==> src/rtl/flag_alu_pkg.sv <==
package flag_alu_pkg;
  typedef enum logic [1:0] {
    OP_ADD = 2'b00,
    OP_SUB = 2'b01,
    OP_AND = 2'b10,
    OP_XOR = 2'b11
  } alu_op_e;

  typedef struct packed {
    logic n;
    logic z;
    logic c;
    logic v;
  } alu_flags_t;
endpackage

==> src/rtl/alu_arith.sv <==
module alu_arith #(
  parameter int W = 32
) (
  input  logic [W-1:0] a,
  input  logic [W-1:0] b,
  input  logic         sub,
  output logic [W-1:0] sum,
  output logic         carry,
  output logic         ovf
);
  logic [W-1:0] b_eff;
  logic [W:0]   wide;

  // Subtraction as a + ~b + 1; carry out then means "no borrow".
  assign b_eff = sub ? ~b : b;
  assign wide  = {1'b0, a} + {1'b0, b_eff} + {{W{1'b0}}, sub};
  assign sum   = wide[W-1:0];
  assign carry = wide[W];
  assign ovf   = (a[W-1] == b_eff[W-1]) && (sum[W-1] != a[W-1]);
endmodule

==> src/rtl/alu_logic.sv <==
module alu_logic #(
  parameter int W = 32
) (
  input  logic [W-1:0] a,
  input  logic [W-1:0] b,
  input  logic         use_xor,
  output logic [W-1:0] y
);
  always_comb begin
    if (use_xor) y = a ^ b;
    else         y = a & b;
  end
endmodule

==> src/rtl/alu_flag_reg.sv <==
module alu_flag_reg
  import flag_alu_pkg::*;
(
  input  logic       clk,
  input  logic       rst,
  input  logic       upd,
  input  logic       keep_cv,
  input  alu_flags_t nxt,
  output alu_flags_t q
);
  always_ff @(posedge clk) begin
    if (rst) begin
      q <= '0;
    end else if (upd) begin
      q.n <= nxt.n;
      q.z <= nxt.z;
      if (!keep_cv) begin
        q.c <= nxt.c;
        q.v <= nxt.v;
      end
    end
  end
endmodule

==> src/rtl/flag_alu.sv <==
module flag_alu
  import flag_alu_pkg::*;
#(
  parameter int W = 32
) (
  input  logic         clk,
  input  logic         rst,
  input  logic         op_valid,
  input  logic [1:0]   op_sel,
  input  logic         cmp_class,
  input  logic         set_flags,
  input  logic [W-1:0] opa,
  input  logic [W-1:0] opb,
  output logic [W-1:0] result,
  output logic         wb_en,
  output logic [3:0]   flags
);
  alu_op_e      op;
  logic [W-1:0] arith_y;
  logic [W-1:0] logic_y;
  logic         arith_c;
  logic         arith_v;
  logic         is_logic;
  logic         upd;
  alu_flags_t   nxt;
  alu_flags_t   cur;

  assign op       = alu_op_e'(op_sel);
  assign is_logic = op_sel[1];

  alu_arith #(.W(W)) u_arith (
    .a     (opa),
    .b     (opb),
    .sub   (op == OP_SUB),
    .sum   (arith_y),
    .carry (arith_c),
    .ovf   (arith_v)
  );

  alu_logic #(.W(W)) u_logic (
    .a       (opa),
    .b       (opb),
    .use_xor (op == OP_XOR),
    .y       (logic_y)
  );

  assign result = is_logic ? logic_y : arith_y;
  assign wb_en  = op_valid & ~cmp_class;
  assign upd    = op_valid & (cmp_class | set_flags);

  always_comb begin
    nxt.n = result[W-1];
    nxt.z = (result == '0);
    nxt.c = arith_c;
    nxt.v = arith_v;
  end

  alu_flag_reg u_flags (
    .clk     (clk),
    .rst     (rst),
    .upd     (upd),
    .keep_cv (is_logic),
    .nxt     (nxt),
    .q       (cur)
  );

  assign flags = cur;
endmodule

==> config.mk <==
export PLATFORM = sky130hd
export DESIGN_NAME = flag_alu
export DESIGN_NICKNAME = d
export VERILOG_FILES = /design/src/rtl/flag_alu_pkg.sv /design/src/rtl/alu_arith.sv /design/src/rtl/alu_logic.sv /design/src/rtl/alu_flag_reg.sv /design/src/rtl/flag_alu.sv
export SDC_FILE = /design/constraint.sdc
export NUM_CORES = 1
export LEC_CHECK = 0
export BUFFER_PORTS_ARGS = -buffer_cell sky130_fd_sc_hd__buf_2
export CAP_MARGIN = 20
export CORE_ASPECT_RATIO = 0.8
export CORE_MARGIN = 8
export CORE_UTILIZATION = 57
export DETAILED_ROUTE_END_ITERATION = 6
export PLACE_DENSITY = 0.87
export SYNTH_ARGS = -nofsm -noshare
export SYNTH_HDL_FRONTEND = slang
export SYNTH_SLANG_ARGS = --single-unit
==> constraint.sdc <==
create_clock -name clk -period 13.3 [get_ports clk]
set_input_delay 1.33 -clock clk [delete_from_list [all_inputs] [get_ports clk]]
set_output_delay 1.33 -clock clk [all_outputs]
set_load 0.01 [all_outputs]
==> results.yml <==
drt:
  drtIter0Drc: 371
  drtAntennaViolNets: 0
  wl_um: 12500
  wl_per_cell_um: 18.5
  first_pass_iters: 5
  vias: 4377
  drc: 0
  routed_via_density: 6.49
timing:
  rsz0062_at_grt: "no"
  post-route-min-period_ns: 7.86
  setup_viol: 0
  finClkSkew_ns: 0
  max_freq_mhz: 127
  final_max_slew_viol_count: 0
  worstMarginPinSlew_ns: 1.02
  min_period_over_period_pct: 59.1
  tns_ns: 0
  slew_headroom_pct: 32.2
  report.final.hold_viol_count: 0
synthesis:
  synth_top_cell_area_share_pct: 22.1
  ys_types: 73
  synth_edf_count: 0
  synthArstFlopShare_pct: 0
  ys_seq_area_share_pct: 2.14
  synth-compound-area-share_pct: 30.6
  avgSynthCellArea_sq_um: 7.41
  synth.mux.area_fraction_pct: 6.09
  synth-simple-area-share_pct: 23.2
  synth-seq-cells: 4
  yosysWarnings: 0
  yosys-top-cells-area: "ha_1 22%, xnor2_1 8.9%, a21oi_1 4.4%, mux2i_1 4.3%, a21o_1 3.8%"
  synth_xor_area_share_pct: 11.0
  yosys_most_used_dff: "dfxtp_1"
  synth_area_sq_mm: 0.00374
  syn_inst: 505
  synth_area_leader_cell: "ha_1"
  yosys.area_share.adder_pct: 22.6
  syn_nets: 643
  synth_top_family_by_area: "compound AO/OA/AOI/OAI gates"
final_layout:
  reg.largest.list: "u_flags.q (4)"
  stdcell_area_sq_mm: 0.00433
  largest_reg_flops: 4
  top_register: "u_flags.q"
  fin_nets: 730
  antennaDiodeCount: 0
  area_growth_pct: 15.7
  drive_gt1_share_pct: 22.4
setup_path:
  required_ns: 11.97
  cp_num_buf_inv: 4
  end_kind: "output pin"
  timing_worst_setup_path_type: "primary input to output pin"
  worst_setup_path_start_kind: "primary input"
  worst-path-max-fanout: 64
  crit_family: "compound AO/OA/AOI/OAI gates"
  worst-r2r-setup-slack_ns: 12.64
  worstPathArrival_ns: 6.53
  slowest_stage: "inv_1"
  max_stage_delay_ns: 0.83
  worst_path_most_repeated_cell: "buf_2"
  path_cells: "buf_2, buf_4, inv_1, nand2_2, xnor2_1, ha_1, nand2_1, o21ai_0, a221o_1, a31oi_1, o41ai_2, a21oi_1, o311ai_1, buf_2"
job:
  maxCapViolations: 0
global_routing:
  grt_overflow: 0
  antenna_found_initial: 0
  grt_first_pass_wirelength_um: 20000
  grt_pass1_vias: 3947
  grt_start_max_net_pins: 65
  grt.total_usage_pct: 25.5
pwr:
  leakage_nw: 2.04
  powerDensity_mw_per_mm2: 70.4
  peakVddDrop_mv: 0.0361
floorplanning:
  start_util_pct: 58.7
  rows: 26
  die_w_um: 107
  ios: 108
  fp.coreArea_sq_mm: 0.00638
  fp.dieArea_sq_mm: 0.00943
  dieHeight_um: 88.5
place:
  io_buffers: 107
  post-dp-hpwl_um: 10200
  place_congestion: 0.950
  placedInstanceArea_sq_mm: 0.00429
clocking:
  numCtsBuffers: 3
  cts_resized: 0
  clk_latency_ns: 0.22
  cts_hold_buf: 0
  numClockSinks: 4
  tritoncts: "yes"
  cts_buffer_depth: 2
  clkSlewWorstSetupHoldPaths_ns: 0.03
  cts_htree_levels: 1
  post_cts.repair.setup_buffers: 0
  root_buffer: "clkbuf_8"
run_status:
  outcome: "completed"
min_path:
  hold_path_class: "register to register"
path summary, 6_finish.rpt:
kind / endpoint / from / cells past startpoint
hold reg to reg: u_flags.q[2] / u_flags.q[2] / 2
hold / removal: u_flags.q[2] / u_flags.q[2] / 2
setup reg to reg: u_flags.q[1] / u_flags.q[1] / 2
setup / recovery: result[27] / op_sel[1] / 14
Yosys cell counts, types with 4 or more instances:
cell type	number
a211o_1	4
a221o_1	4
nand2b_1	13
inv_1	12
xor2_1	9
nor3_1	16
dfxtp_1	4
o21ai_0	27
o21bai_1	4
o211ai_1	11
mux2i_1	16
buf_1	9
or3_1	7
xnor2_1	38
a21oi_1	33
nand4_1	9
nor4_1	7
nor2_1	37
nand3_1	6
o21a_1	4
nor2b_1	9
clkbuf_1	15
mux2_2	6
nand2_1	37
a21o_1	19
nand3b_1	4
o21ai_1	4
a211oi_1	6
ha_1	66
layout by cell type, fill, tap and decap left out, types with 13 or more instances in the layout:
| cell | Yosys | layout |
|---|---|---|
| ha_1 | 66 | 66 |
| xnor2_1 | 38 | 38 |
| nand2_1 | 37 | 36 |
| a21o_1 | 19 | 19 |
| o21ai_0 | 27 | 27 |
| nor3_1 | 16 | 16 |
| a21oi_1 | 33 | 33 |
| nand2b_1 | 13 | 13 |
| nor2_1 | 37 | 37 |
| buf_2 | 2 | 107 |
| mux2i_1 | 16 | 16 |
layout make-up:
class                           instances  area (sq um)
Timing Repair Buffer                  110           558
Clock buffer                            3          41.3
Multi-Input combinational cell        461          3500
Fill cell                             588          2050
Inverter                               12          45.0
Tap cell                               84           105
Sequential cell                         4          80.1
tightest hold or removal path: cells and delay by family, from the launching register on:
family,cells,cell delay [ns]
simple gates,2,0.11
flops,1,0.29
logic make-up after synthesis:
logic type               after synthesis
AND/OR/NAND/NOR                      165
AO/OA/AOI/OAI                        160
adder cells (fa/ha/maj)               67
XOR/XNOR                              47
buffers and inverters                 40
multiplexers                          22
flip-flops                             4
layer usage:
metal	vias up	wire length, um	global-route usage [%]
met5	-	0	0
met4	0	48	3.06
met3	7	1330	4.29
met2	239	5280	38.0
met1	2042	5810	37.7
li1	2089	-	-
report_power, final:
group / internal [W] / total, W / switching, W
Combinational: 0.000108 / 0.000267 / 0.000159
Clock: 0.0000192 / 0.0000251 / 0.00000587
Sequential: 0.0000127 / 0.0000130 / 0.000000281
stage by stage:
stage / worst slack, ns / power (W) / util [%] / hold WS [ns] / instances
2_1_floorplan: 6.37 / 0.000195 / - / 0.488 / 505
3_3_place_gp: 5.66 / 0.000269 / 67.2 / 0.455 / 671
3_5_place_dp: 5.61 / 0.000273 / 67.2 / 0.454 / 671
4_1_cts: 5.58 / 0.000300 / 67.9 / 0.461 / 674
5_1_grt: 5.10 / 0.000331 / 67.9 / 0.508 / 674
6_report: 5.44 / 0.000305 / 67.9 / 0.459 / 674
No activity file was read; power rests on OpenSTA's default activity.
